**src/rtl/cordic_rot_pkg.sv**
```systemverilog
package cordic_rot_pkg;

  typedef logic [127:0] wide_t;

  // round(atan(2^-idx) / (2*pi) * 2^aw)
  function automatic logic [63:0] atan_turns(input int unsigned idx, input int unsigned aw);
    wide_t acc;
    wide_t term;
    wide_t prod;
    int    sh;
    if (idx == 0) return 64'(wide_t'(1) << (aw - 3));
    acc = '0;
    // power series in Q60, converges for 2^-idx <= 1/2
    for (int k = 0; k < 40; k++) begin
      sh = 60 - int'(idx) * (2 * k + 1);
      if (sh >= 0) begin
        term = (wide_t'(1) << sh) / wide_t'(2 * k + 1);
        if (k % 2 == 0) acc = acc + term;
        else            acc = acc - term;
      end
    end
    // Q30 radians times 1/(2*pi) in Q32 gives turns in Q62
    prod = (acc >> 30) * wide_t'(64'd683565276);
    prod = (prod + (wide_t'(1) << (61 - aw))) >> (62 - aw);
    return prod[63:0];
  endfunction

  // round(2^frac / prod_{i<n} sqrt(1 + 2^-2i))
  function automatic logic [63:0] inv_gain(input int unsigned n, input int unsigned frac);
    wide_t p;
    wide_t num;
    wide_t root;
    wide_t trial;
    wide_t q;
    p = wide_t'(1) << 60;
    for (int i = 0; i < int'(n); i++) p = p + (p >> (2 * i));
    num  = p << 60;
    root = '0;
    for (int b = 63; b >= 0; b--) begin
      trial = root | (wide_t'(1) << b);
      if (trial * trial <= num) root = trial;
    end
    q = ((wide_t'(1) << (60 + frac)) + (root >> 1)) / root;
    return q[63:0];
  endfunction

endpackage

```
**src/rtl/cordic_rot_atab.sv**
```systemverilog
module cordic_rot_atab #(
  parameter int N  = 16,
  parameter int ZW = 23,
  parameter int TW = 22,
  localparam int CW = $clog2(N)
) (
  input  logic [CW-1:0] idx_i,
  output logic [ZW-1:0] atan_o
);
  import cordic_rot_pkg::*;

  logic [ZW-1:0] tab [N];

  for (genvar g = 0; g < N; g++) begin : g_ent
    localparam logic [63:0] VAL = atan_turns(g, TW);
    assign tab[g] = VAL[ZW-1:0];
  end

  assign atan_o = tab[idx_i];

endmodule

```
**src/rtl/cordic_rot_step.sv**
```systemverilog
module cordic_rot_step #(
  parameter int IW = 22,
  parameter int ZW = 23,
  parameter int SW = 4
) (
  input  logic signed [IW-1:0] x_i,
  input  logic signed [IW-1:0] y_i,
  input  logic signed [ZW-1:0] z_i,
  input  logic        [SW-1:0] sh_i,
  input  logic        [ZW-1:0] atan_i,
  output logic signed [IW-1:0] x_o,
  output logic signed [IW-1:0] y_o,
  output logic signed [ZW-1:0] z_o
);
  logic              ccw;
  logic signed [IW-1:0] x_sh;
  logic signed [IW-1:0] y_sh;

  assign ccw  = ~z_i[ZW-1];
  assign x_sh = x_i >>> sh_i;
  assign y_sh = y_i >>> sh_i;

  always_comb begin
    if (ccw) begin
      x_o = x_i - y_sh;
      y_o = y_i + x_sh;
      z_o = z_i - $signed(atan_i);
    end else begin
      x_o = x_i + y_sh;
      y_o = y_i - x_sh;
      z_o = z_i + $signed(atan_i);
    end
  end

endmodule

```
**src/rtl/cordic_rot_seq.sv**
```systemverilog
module cordic_rot_seq #(
  parameter int N = 16,
  localparam int CW = $clog2(N)
) (
  input  logic          clk_i,
  input  logic          rst_ni,
  input  logic          start_i,
  output logic          load_o,
  output logic          step_o,
  output logic          last_o,
  output logic [CW-1:0] idx_o,
  output logic          done_o
);
  logic          busy_q;
  logic          done_q;
  logic [CW-1:0] cnt_q;

  assign load_o = start_i & ~busy_q;
  assign step_o = busy_q;
  assign last_o = busy_q & (cnt_q == CW'(N - 1));
  assign idx_o  = cnt_q;
  assign done_o = done_q;

  always_ff @(posedge clk_i or negedge rst_ni) begin
    if (!rst_ni) begin
      busy_q <= 1'b0;
      done_q <= 1'b0;
      cnt_q  <= '0;
    end else if (load_o) begin
      busy_q <= 1'b1;
      done_q <= 1'b0;
      cnt_q  <= '0;
    end else if (busy_q) begin
      if (last_o) begin
        busy_q <= 1'b0;
        done_q <= 1'b1;
      end else begin
        cnt_q <= cnt_q + 1'b1;
      end
    end
  end

endmodule

```
**src/rtl/cordic_rot_round.sv**
```systemverilog
module cordic_rot_round #(
  parameter int IW = 22,
  parameter int G  = 6,
  localparam int W = IW - G
) (
  input  logic signed [IW-1:0] val_i,
  output logic        [W-1:0]  val_o
);
  localparam logic signed [IW-1:0] HALF = IW'(1) << (G - 1);

  logic signed [IW-1:0] biased;

  assign biased = val_i + HALF;
  assign val_o  = W'(biased >>> G);

endmodule

```
**src/rtl/cordic_rot.sv**
```systemverilog
module cordic_rot #(
  parameter int W  = 16,
  parameter int AW = 16
) (
  input  logic          clk_i,
  input  logic          rst_ni,
  input  logic          start_i,
  input  logic [AW-1:0] angle_i,
  output logic [W-1:0]  cos_o,
  output logic [W-1:0]  sin_o,
  output logic          done_o
);
  import cordic_rot_pkg::*;

  localparam int N_ITER = W;
  localparam int CW     = $clog2(N_ITER);
  localparam int G      = $clog2(W) + 2;
  localparam int IW     = W + G;
  localparam int XF     = W - 2 + G;
  localparam int ZG     = G;
  localparam int ZW     = AW + ZG + 1;
  localparam logic [63:0] X0_FULL = inv_gain(N_ITER, XF);
  localparam logic signed [IW-1:0] X0 = X0_FULL[IW-1:0];

  logic          load;
  logic          step;
  logic          last;
  logic [CW-1:0] idx;
  logic [ZW-1:0] atan;

  logic signed [IW-1:0] x_q, y_q;
  logic signed [ZW-1:0] z_q;
  logic signed [IW-1:0] x_nxt, y_nxt;
  logic signed [ZW-1:0] z_nxt;
  logic signed [ZW-1:0] z_init;
  logic [W-1:0] cos_r, sin_r;
  logic [W-1:0] cos_q, sin_q;

  cordic_rot_seq #(.N(N_ITER)) u_seq (
    .clk_i  (clk_i),
    .rst_ni (rst_ni),
    .start_i(start_i),
    .load_o (load),
    .step_o (step),
    .last_o (last),
    .idx_o  (idx),
    .done_o (done_o)
  );

  cordic_rot_atab #(.N(N_ITER), .ZW(ZW), .TW(AW + ZG)) u_atab (
    .idx_i (idx),
    .atan_o(atan)
  );

  cordic_rot_step #(.IW(IW), .ZW(ZW), .SW(CW)) u_step (
    .x_i   (x_q),
    .y_i   (y_q),
    .z_i   (z_q),
    .sh_i  (idx),
    .atan_i(atan),
    .x_o   (x_nxt),
    .y_o   (y_nxt),
    .z_o   (z_nxt)
  );

  cordic_rot_round #(.IW(IW), .G(G)) u_rnd_cos (
    .val_i(x_nxt),
    .val_o(cos_r)
  );

  cordic_rot_round #(.IW(IW), .G(G)) u_rnd_sin (
    .val_i(y_nxt),
    .val_o(sin_r)
  );

  // residual angle carries ZG extra fraction bits and one headroom bit
  assign z_init = {angle_i[AW-1], angle_i, {ZG{1'b0}}};

  always_ff @(posedge clk_i or negedge rst_ni) begin
    if (!rst_ni) begin
      x_q   <= '0;
      y_q   <= '0;
      z_q   <= '0;
      cos_q <= '0;
      sin_q <= '0;
    end else begin
      if (load) begin
        x_q <= X0;
        y_q <= '0;
        z_q <= z_init;
      end else if (step) begin
        x_q <= x_nxt;
        y_q <= y_nxt;
        z_q <= z_nxt;
      end
      if (last) begin
        cos_q <= cos_r;
        sin_q <= sin_r;
      end
    end
  end

  assign cos_o = cos_q;
  assign sin_o = sin_q;

endmodule

```
**config.mk**
```make
export PLATFORM = sky130hd
export DESIGN_NAME = cordic_rot
export DESIGN_NICKNAME = d
export VERILOG_FILES = /design/src/rtl/cordic_rot_pkg.sv /design/src/rtl/cordic_rot_atab.sv /design/src/rtl/cordic_rot_step.sv /design/src/rtl/cordic_rot_seq.sv /design/src/rtl/cordic_rot_round.sv /design/src/rtl/cordic_rot.sv
export SDC_FILE = /design/constraint.sdc
export NUM_CORES = 1
export LEC_CHECK = 0
export ABC_AREA = 1
export ABC_CLOCK_PERIOD_IN_PS = 12900
export BUFFER_PORTS_ARGS = -buffer_cell sky130_fd_sc_hd__buf_4
export CORE_UTILIZATION = 55
export CTS_CLUSTER_DIAMETER = 200
export DETAILED_ROUTE_END_ITERATION = 8
export HOLD_SLACK_MARGIN = 0.05
export PLACE_DENSITY = 0.72
export REMOVE_ABC_BUFFERS = 1
export SLEW_MARGIN = 0
export SYNTH_ARGS = -nofsm -noshare
export SYNTH_HDL_FRONTEND = slang
export SYNTH_SLANG_ARGS = --single-unit
```
**constraint.sdc**
```tcl
create_clock -name clk_i -period 12.9 [get_ports clk_i]
set_input_delay 0 -clock clk_i [delete_from_list [all_inputs] [get_ports clk_i]]
set_output_delay 0 -clock clk_i [all_outputs]
set_load 0.03 [all_outputs]
```
; After elaboration in Yosys (flattened, before gate mapping)
; Memory sizes are Yosys's and may differ from the RTL's.
; Cells that the tools add are included.
[totals]
reg_bits = 105
mem_bits_ro = 368
inputBits = 19
elab_cells = 51
memories = 1
[memory_table]
columns = memory, words, width, rd, rd_clocked_by_memory_dff, wr, line_no
row1 = (name not given), 16, 23, 1, 0, 0, cordic_rot_atab.sv:19  ; assign atan_o = tab[idx_i];
[classes]
n_addsub = 9
n_lt_le_gt_ge = 1
n_eq_ne = 2
shift = 2
n_mux = 20
n_bitwise = 4
reduce_logical = 4
[ops]
columns = operator, n
row1 = 22-bit 2-to-1 mux, 6
row2 = 23-bit 2-to-1 mux, 5
row3 = 22-bit adder, 2
row4 = "22-bit by 7-bit adder with 22-bit output, second input constant", 2
row5 = 22-bit by 4-bit >>> shifter with 22-bit output, 2
row6 = 22-bit subtractor, 2
row7 = 23-bit adder, 1
row8 = 23-bit subtractor, 1
row9 = 4-bit 2-to-1 mux, 3
row10 = 1-bit 2-to-1 mux, 6
row11 = "5-bit greater-or-equal comparator, second input constant", 1
row12 = 4-bit inverter with 5-bit output, 1
row13 = "4-bit by 1-bit adder with 4-bit output, second input constant", 1
row14 = "4-bit == test, second input constant", 1
row15 = 2-bit AND reduction, 2
row16 = 2-bit nonzero test, 2
row17 = 1-bit AND, 2
row18 = "2-bit != test, second input constant", 1
row19 = 1-bit inverter, 1

; Logic depth before layout (Yosys ltp)
; Gate-level depths: netlist of run 1.
[depth]
depth_word = 8
depth_mapped = 36
mapped_depth_nobuf = 33

; Cells and area by module
; Synthesis of run 1 repeated with hierarchy kept, for this count alone.
[hier_totals]
hier_cells = 1974
area_unflattened_um2 = 12284.3
[by_module_without_submodules]
columns = mod, instances, cells_per_inst, area_per_inst_um2, seq_area_each_um2
row1 = cordic_rot_step, 1, 1229, 6678.9, 0.0
row2 = cordic_rot, 1, 444, 3990.1, 2477.4
row3 = cordic_rot_round, 2, 84, 401.6, 0.0
row4 = cordic_rot_atab, 1, 98, 523.0, 0.0
row5 = cordic_rot_seq, 1, 35, 289.0, 150.1

; Worst setup path before layout of run 1
; OpenSTA, ideal clock, no wires.
[synth_path]
path_type = reg2reg
from = register u_seq.cnt_q[1], in the netlist u_seq.idx_o[1]
to = register cos_q[14], in the netlist cos_o[14]
setup_time_ns = 0.066
arrival_time_ns = 4.074
required_time_ns = 12.834
setup_slack_ns = 8.760
stages_incl_launch_ff = 32
cell_sequence = dfrtp_1 buf_2 inv_4 buf_4 nand3_1 nand3_1 nand3_1 nand2_1 ha_1 nand3_1 nor2_1 nand3_1 nor3_2 nand2_1 nand2_1 o21ai_1 xor2_1 inv_1 ha_1 clkbuf_1 nand2_1 nor3_1 nand4_1 nand3_1 xor2_1 nand2_1 nor2_1 nand2_1 nor2_1 xor2_1 nand2_1 nand2_1
[synth_between]
elab_chain_len = 4
elab_cells_between_ends = 7
cone_classes = add/sub (3) / eq/ne (1) / shift (1) / mux (1) / bitwise (1)
[synth_rtl]
columns = item, line_no
row1 = start: declaration, cordic_rot_seq.sv:16  ; logic [CW-1:0] cnt_q;
row2 = start signal: assignment, cordic_rot_seq.sv:38  ; cnt_q <= cnt_q + 1'b1;
row3 = 22-bit by 4-bit >>> shifter with 22-bit output, cordic_rot_step.sv:21  ; assign y_sh = y_i >>> sh_i;
row4 = 22-bit subtractor / 22-bit adder (equally long branches), "cordic_rot_step.sv:25, cordic_rot_step.sv:29"
row5 = 22-bit 2-to-1 mux, cordic_rot_step.sv:24  ; if (ccw) begin
row6 = 22-bit by 7-bit adder with 22-bit output, cordic_rot_round.sv:13  ; assign biased = val_i + HALF;
row7 = end signal: assignment, cordic_rot.sv:97  ; cos_q <= cos_r;
row8 = end: declaration, cordic_rot.sv:37  ; logic [W-1:0] cos_q, sin_q;
; Parallel ways exist; a longest one is shown, timed or not.
; A chain may end at the register's enable or synchronous reset.

; Worst setup path in the final report of run 1
[layout_path]
from = register u_seq.cnt_q[0], in the netlist u_seq.idx_o[0]
to = register z_q[21]
[layout_between]
elab_chain_len = 8
elab_cells_between_ends = 9
cone_classes = add/sub (2) / mux (5) / bitwise (1) / memory (1)
[layout_rtl]
columns = item, line_no
row1 = 4-bit inverter with 5-bit output (not written as such) (*), cordic_rot_atab.sv:19
row2 = memory read 16 x 23 bit (*), -
row3 = 23-bit 2-to-1 mux (not written as such) (*) (2 in a row), cordic_rot_atab.sv:19
row4 = 23-bit subtractor / 23-bit adder (equally long branches), "cordic_rot_step.sv:27, cordic_rot_step.sv:31"
row5 = 23-bit 2-to-1 mux (*), cordic_rot_step.sv:24
row6 = 23-bit 2-to-1 mux (*), cordic_rot.sv:91  ; end else if (step) begin
row7 = 23-bit 2-to-1 mux (*), cordic_rot.sv:87  ; if (load) begin
row8 = end signal: assignment, cordic_rot.sv:90  ; z_q <= z_init;
row9 = end signal: assignment, cordic_rot.sv:94  ; z_q <= z_nxt;
row10 = end: declaration, cordic_rot.sv:32  ; logic signed [ZW-1:0] z_q;
; Every way passes the cells marked *; elsewhere a longest branch is shown, timed or not. The select of a mux whose other input is x is not followed.

==> results of run 1 <==
-- cell type report --
cell class              count  share of cell area
inverters                 194              0.0570
repair buffers             81              0.0508
multi-input cells        1552               0.635
clock inverters             7             0.00847
flip-flops and latches    105               0.204
clock buffers               9              0.0175
well taps                 275              0.0268
-- cells by family after synthesis --
family                     Yosys count
buffers and inverters              258
muxes                                1
and+or+nand+nor                   1092
DFF                                105
AOI/OAI and AO/OA                  273
xor gates and xnor gates           103
adders and majority gates           83
-- routing by layer --
| metal | vias up | routed length, um | GRT usage |
|---|---|---|---|
| met5 | - | 0 | 0.0136 |
| met4 | 0 | 1070 | 0.126 |
| met3 | 69 | 1950 | 0.0399 |
| li1 | 6384 | - | - |
| met1 | 5827 | 16500 | 0.441 |
| met2 | 396 | 17500 | 0.573 |
-- final timing paths --
path	from	endpoint	slack, ns	cells past startpoint
setup reg to reg	u_seq.idx_o[0]$_DFFE_PN0P_	z_q[21]$_DFFE_PN0P_	7.37	23
hold / removal	rst_ni	z_q[15]$_DFFE_PN0P_	0.13	2
setup / recovery	u_seq.idx_o[0]$_DFFE_PN0P_	z_q[21]$_DFFE_PN0P_	7.37	23
min in group clk_i	angle_i[11]	z_q[17]$_DFFE_PN0P_	0.40	4
hold reg to reg	sin_o[15]$_DFFE_PN0P_	sin_o[15]$_DFFE_PN0P_	0.48	2
max in group asynchronous	rst_ni	cos_o[12]$_DFFE_PN0P_	11.44	3
-- timing repair --
action                                 CTS  global route
endpoints found under the hold margin   55             0
resized for setup                        0             0
hold buffers                            18             0
-- metrics by stage --
| step | std cells | hold slack [ns] |
|---|---|---|
| floorplan | 1851 | -0.296 |
| global placement | 2189 | -0.00974 |
| detailed placement | 2189 | -0.000212 |
| CTS | 2223 | 0.141 |
| global route | 2223 | 0.175 |
| finish | 2223 | 0.129 |
-- synthesized netlist by cell type (2+ instances only) --
library cell  instances  share of area
o21bai_1              3         0.0019
inv_1               189          0.060
o211ai_1             15         0.0095
xor2_1               73          0.054
nand3_1             252           0.11
buf_6                 2         0.0019
o21ai_0              99          0.042
xnor2_1              30          0.022
or2_2                 6         0.0032
inv_2                 2        0.00064
clkbuf_1             28         0.0089
nand2_1             618           0.20
buf_2                15         0.0064
fa_1                  3         0.0051
buf_1                13         0.0041
a21oi_2               3         0.0022
buf_4                 6         0.0038
nand2_2               3         0.0016
o21ai_2               2         0.0015
o21ai_1               9         0.0038
o22ai_1              22          0.012
and2_1               10         0.0053
o211a_1               2         0.0017
nor2_2                4         0.0021
nand3b_1              9         0.0057
ha_1                 80          0.085
a31oi_1               3         0.0016
a21o_1                4         0.0025
or2_0                 2         0.0011
nor2_1              136          0.043
nor3_2                3         0.0025
a21boi_0              3         0.0019
o31ai_1               8         0.0051
nor4_1                6         0.0032
o21a_1                2         0.0013
nand4_1              28          0.015
dfrtp_1             105           0.22
a21oi_1              90          0.038
a22o_1                5         0.0037
nor3_1               14         0.0059
inv_4                 2         0.0011
-- flip-flops by register name, indices dropped and copies added (netlist names) --
signal        flops
u_seq.done_o      1
x_q              22
cos_o            16
u_seq.step_o      1
sin_o            16
u_seq.idx_o       4
y_q              22
z_q              23
==> results.sh, run 1 <==
export IMPL_die_area_sq_mm=0.0221
export IMPL_ioPinCount=52
export IMPL_synth_area_sq_mm=0.0118
export IMPL_grt_pass1_wl_mm=59.1
export IMPL_dp_hpwl_mm=28.5
export IMPL_timing_fmax_mhz=181
export IMPL_ant_nets=0
export IMPL_synthMuxAreaShare=0.000848
export IMPL_rsz0062_at_grt="no"
export IMPL_n_fill_cell=2064
export IMPL_dieWidth_um=149
export IMPL_drv_cap=0
export IMPL_dpl_cell_area_sq_mm=0.0123
export IMPL_start_kind="flop"
export IMPL_synth_cell_type_count=47
export IMPL_portBuffers=51
export IMPL_cts_tree="built"
export IMPL_ys_ff_latch=105
export IMPL_insertedDiodeCount=0
export IMPL_die_h_um=149
export IMPL_synth_yosys_seq_area_share=0.223
export IMPL_worstMarginPinSlew_ns=0.972
export IMPL_status="completed"
export IMPL_initial_core_util=0.562
export IMPL_async_flop_share=1.00
export IMPL_fin_area_sq_mm=0.0129
export IMPL_finalSetupViolations=0
export IMPL_cts_root_buf="clkbuf_16"
export IMPL_hp_class="input pin to async pin"
export IMPL_final_common_cell="nand2_1"
export IMPL_synth_edf_count=0
export IMPL_syn_avg_cell_area_sq_um=6.17
export IMPL_grt_pass1_vias=11814
export IMPL_final_util=0.611
export IMPL_seq_area_sq_mm=0.00263
export IMPL_antenna_found_initial=0
export IMPL_synthXorXnorAreaFrac=0.0764
export IMPL_synthAdderAreaFrac=0.0898
export IMPL_place_ws_ns=7.50
export IMPL_criticalPathCategory="flop to flop"
export IMPL_wirelength_mm=37.0
export IMPL_cts_path_max_buffers=2
export IMPL_crit_required_ns=13.14
export IMPL_synth_simple_area_share=0.392
export IMPL_ys_warnings_count=0
export IMPL_setup_tns_final_ns=0
export IMPL_period_minus_slack_ns=5.53
export IMPL_cts_setup_buffers=0
export IMPL_endpoint_kind="flop"
export IMPL_timing_critical_path_buf_inv=3
export IMPL_syn_inst=1915
export IMPL_vias=12676
export IMPL_drtIter0Drc=899
export IMPL_gp_congestion=0.975
export IMPL_firstDrtPassIters=5
export IMPL_final_max_slew_viol_count=0
export IMPL_worstPathArrival_ns=5.77
export IMPL_cts_htree_levels=3
export IMPL_drive_gt1_frac=0.0544
export IMPL_clk_latency_ns=0.37
export IMPL_max_stage_delay_ns=0.76
export IMPL_coreArea_sq_mm=0.0210
export IMPL_post_drt_wl_per_cell_um=16.7
export IMPL_critPathSlowestCell="nor4_1"
export IMPL_layout_common_cells="618 x nand2_1, 252 x nand3_1, 189 x inv_1, 134 x nor2_1, 105 x dfrtp_1"
export IMPL_drcViolationCount=0
export IMPL_synth_compound_area_frac=0.131
export IMPL_slew_headroom=0.352
export IMPL_finalCritPeriodShare=0.429
export IMPL_final_hold_violation_count=0
export IMPL_gr_total_overflow=0
export IMPL_fin_worst_skew_ns=0.0127
export IMPL_ys_flop_type="dfrtp_1"
export IMPL_multiInputGateArea_sq_mm=0.00816
export IMPL_cts_made_buffers=9
export IMPL_worst_slack_ns=7.37
export IMPL_rows=53
export IMPL_cts_sinks=105
export IMPL_synth_top_family_by_area="simple AND/OR/NAND/NOR gates"
export IMPL_grt_max_degree=69
export IMPL_path_delay_family="simple AND/OR/NAND/NOR gates"
export IMPL_area_growth_pct=8.85
export IMPL_via_per_inst=5.70
export IMPL_timing_critical_path_mode_cell="nand2_1"
export IMPL_path_cells="buf_4, inv_4, ha_1, inv_1, nand2_2, o211ai_1, nand2_1, nor3_2, nand2_1, nor2_2, nand4_1, o21ai_0, mux2i_1, ha_1, nand2_1, nor4_1, nand4_1, nand3_1, nand3_1, nand2_1, nand2_1, nand3_1, nand3_1"
export IMPL_clk_pin_slew_ns=0.08
export IMPL_grtUsageTotal=0.339
export IMPL_critPathMaxFanout=54
export IMPL_nets=2045
Power of run 1 is left out: the tool's default activity adds up to more than one toggle a clock period on the data nets, which glitch-free logic cannot reach.
==> run 2, diff against run 1 <==
--- a/config.mk
+++ b/config.mk
@@ -6,13 +6,13 @@
 export NUM_CORES = 1
 export LEC_CHECK = 0
 export ABC_AREA = 1
-export ABC_CLOCK_PERIOD_IN_PS = 12900
+export ABC_CLOCK_PERIOD_IN_PS = 4500
 export BUFFER_PORTS_ARGS = -buffer_cell sky130_fd_sc_hd__buf_4
 export CORE_UTILIZATION = 55
 export CTS_CLUSTER_DIAMETER = 200
 export DETAILED_ROUTE_END_ITERATION = 8
 export HOLD_SLACK_MARGIN = 0.05
-export PLACE_DENSITY = 0.72
+export PLACE_DENSITY = 0.75
 export REMOVE_ABC_BUFFERS = 1
 export SLEW_MARGIN = 0
 export SYNTH_ARGS = -nofsm -noshare
==> constraint.sdc (replaced) <==
create_clock -name clk_i -period 4.5 [get_ports clk_i]
set_input_delay 0 -clock clk_i [delete_from_list [all_inputs] [get_ports clk_i]]
set_output_delay 0 -clock clk_i [all_outputs]
set_load 0.03 [all_outputs]
==> results.sh, run 2 (synthesis gave the netlist of run 1 again) <==
export IMPL_clk_latency_ns=0.38
export IMPL_initial_core_util=0.562
export IMPL_via_per_inst=5.73
export IMPL_gp_congestion=1.02
export IMPL_ioPinCount=52
export IMPL_setup_tns_final_ns=0
export IMPL_die_h_um=149
export IMPL_firstDrtPassIters=5
export IMPL_cts_tree="built"
export IMPL_hp_class="input pin to async pin"
export IMPL_antenna_found_initial=0
export IMPL_portBuffers=51
export IMPL_insertedDiodeCount=0
export IMPL_criticalPathCategory="flop to flop"
export IMPL_fin_worst_skew_ns=0.00843
export IMPL_grt_pass1_wl_mm=62.8
export IMPL_largest_register_ffs=23
export IMPL_ant_nets=0
export IMPL_critPathSlowestCell="dfrtp_2"
export IMPL_critPathMaxFanout=19
export IMPL_endpoint_kind="flop"
export IMPL_drtIter0Drc=910
export IMPL_drcViolationCount=0
export IMPL_area_growth_pct=26.2
export IMPL_grt_max_degree=67
export IMPL_rsz0062_at_grt="yes"
export IMPL_start_kind="flop"
export IMPL_regMostFlops="z_q"
export IMPL_layout_common_cells="600 x nand2_1, 234 x nand3_1, 218 x buf_4, 187 x inv_1, 106 x nor2_1"
export IMPL_gr_total_overflow=0
export IMPL_top_regs="z_q: 23 flops, x_q: 22 flops, y_q: 22 flops"
export IMPL_cts_root_buf="clkbuf_16"
export IMPL_finalSetupViolations=0
export IMPL_cts_sinks=105
export IMPL_vias=13683
export IMPL_crit_required_ns=4.82
export IMPL_worstPathArrival_ns=4.71
export IMPL_dieWidth_um=149
export IMPL_dpl_cell_area_sq_mm=0.0136
export IMPL_grt_pass1_vias=12902
export IMPL_post_drt_wl_per_cell_um=17.0
export IMPL_r2r_cells=29
export IMPL_drv_cap=0
export IMPL_max_stage_delay_ns=0.49
export IMPL_worstMarginPinSlew_ns=1.01
export IMPL_finalCritPeriodShare=0.974
export IMPL_grtUsageTotal=0.360
export IMPL_nets=2209
export IMPL_final_max_slew_viol_count=0
export IMPL_wirelength_mm=40.6
export IMPL_cts_made_buffers=9
export IMPL_status="completed"
export IMPL_die_area_sq_mm=0.0221
export IMPL_cts_path_max_buffers=2
export IMPL_fin_area_sq_mm=0.0149
export IMPL_cts_htree_levels=3
export IMPL_timing_fmax_mhz=228
export IMPL_timing_critical_path_mode_cell="nand2_1"
export IMPL_period_minus_slack_ns=4.38
export IMPL_coreArea_sq_mm=0.0210
export IMPL_drive_gt1_frac=0.193
export IMPL_final_hold_violation_count=0
export IMPL_dp_hpwl_mm=30.4
export IMPL_slew_headroom=0.325
export IMPL_final_common_cell="nand2_1"
export IMPL_clk_pin_slew_ns=0.08
export IMPL_rows=53
-- run 2: cell types whose count changed in the layout (fill, tap and decap cells not counted), moves of 12 or more --
cell	previous run	this run
nor2_1	134	106
nand2_1	618	600
nand2_2	3	21
a21oi_1	90	69
o21ai_0	99	81
ha_1	80	68
nand3_2	0	16
nand3_1	252	234
buf_4	63	218
nor2_2	5	27
a21oi_2	3	20
-- run 2: cell type report --
type | count | area, sq um
Clock inverter | 7 | 83.8
Sequential cell | 105 | 2630
Fill cell | 1809 | 6120
Tap cell | 275 | 344
Timing Repair Buffer | 245 | 1970
Clock buffer | 9 | 225
Multi-Input combinational cell | 1552 | 8910
Inverter | 194 | 736
-- run 2: per-stage QoR --
step	utilization	std cells	hold WS [ns]	worst slack, ns
detailed placement	0.645	2342	0.178	-0.203
CTS	0.670	2376	0.317	0.00185
floorplan	-	1851	-0.296	-0.525
global placement	0.645	2342	0.168	-0.164
global route	0.709	2387	0.385	-0.269
finish	0.709	2387	0.296	0.117
-- run 2: final timing paths --
kind                                             from                     to  slack, ns
min in group clk_i                         angle_i[6]    z_q[12]$_DFFE_PN0P_       0.39
max                        u_seq.idx_o[1]$_DFFE_PN0P_  cos_o[14]$_DFFE_PN0P_       0.12
min                                            rst_ni    z_q[17]$_DFFE_PN0P_       0.30
max in group asynchronous                      rst_ni  cos_o[11]$_DFFE_PN0P_       3.09
max reg2reg                u_seq.idx_o[1]$_DFFE_PN0P_  cos_o[14]$_DFFE_PN0P_       0.12
min reg2reg                      sin_o[0]$_DFFE_PN0P_   sin_o[0]$_DFFE_PN0P_       0.48
-- run 2: per-layer routing --
metal | up-vias | GRT usage | wire length [um]
met2 | 494 | 0.594 | 19000
li1 | 6699 | - | -
met4 | 0 | 0.159 | 1680
met3 | 123 | 0.0613 | 2540
met1 | 6367 | 0.459 | 17300
met5 | - | 0 | 0
-- run 2: repair_timing --
| action | 4_1_cts | 5_1_grt |
|---|---|---|
| setup buffers | 0 | 11 |
| pin swaps | 0 | 22 |
| gates resized for setup | 11 | 177 |
| hold endpoints to repair | 84 | 0 |
| setup endpoints to repair | 12 | 41 |
| hold buffers | 18 | 0 |
-- run 2: worst max-delay path, delay by kind of cell (launching register included) --
kind	cells	cell delay, ns
and+or+nand+nor	19	2.16
buffers and inverters	4	0.54
AOI/OAI and AO/OA	1	0.14
DFF	1	0.49
adders and majority gates	2	0.52
xor gates and xnor gates	3	0.49
Power of run 2 is left out for the same reason.
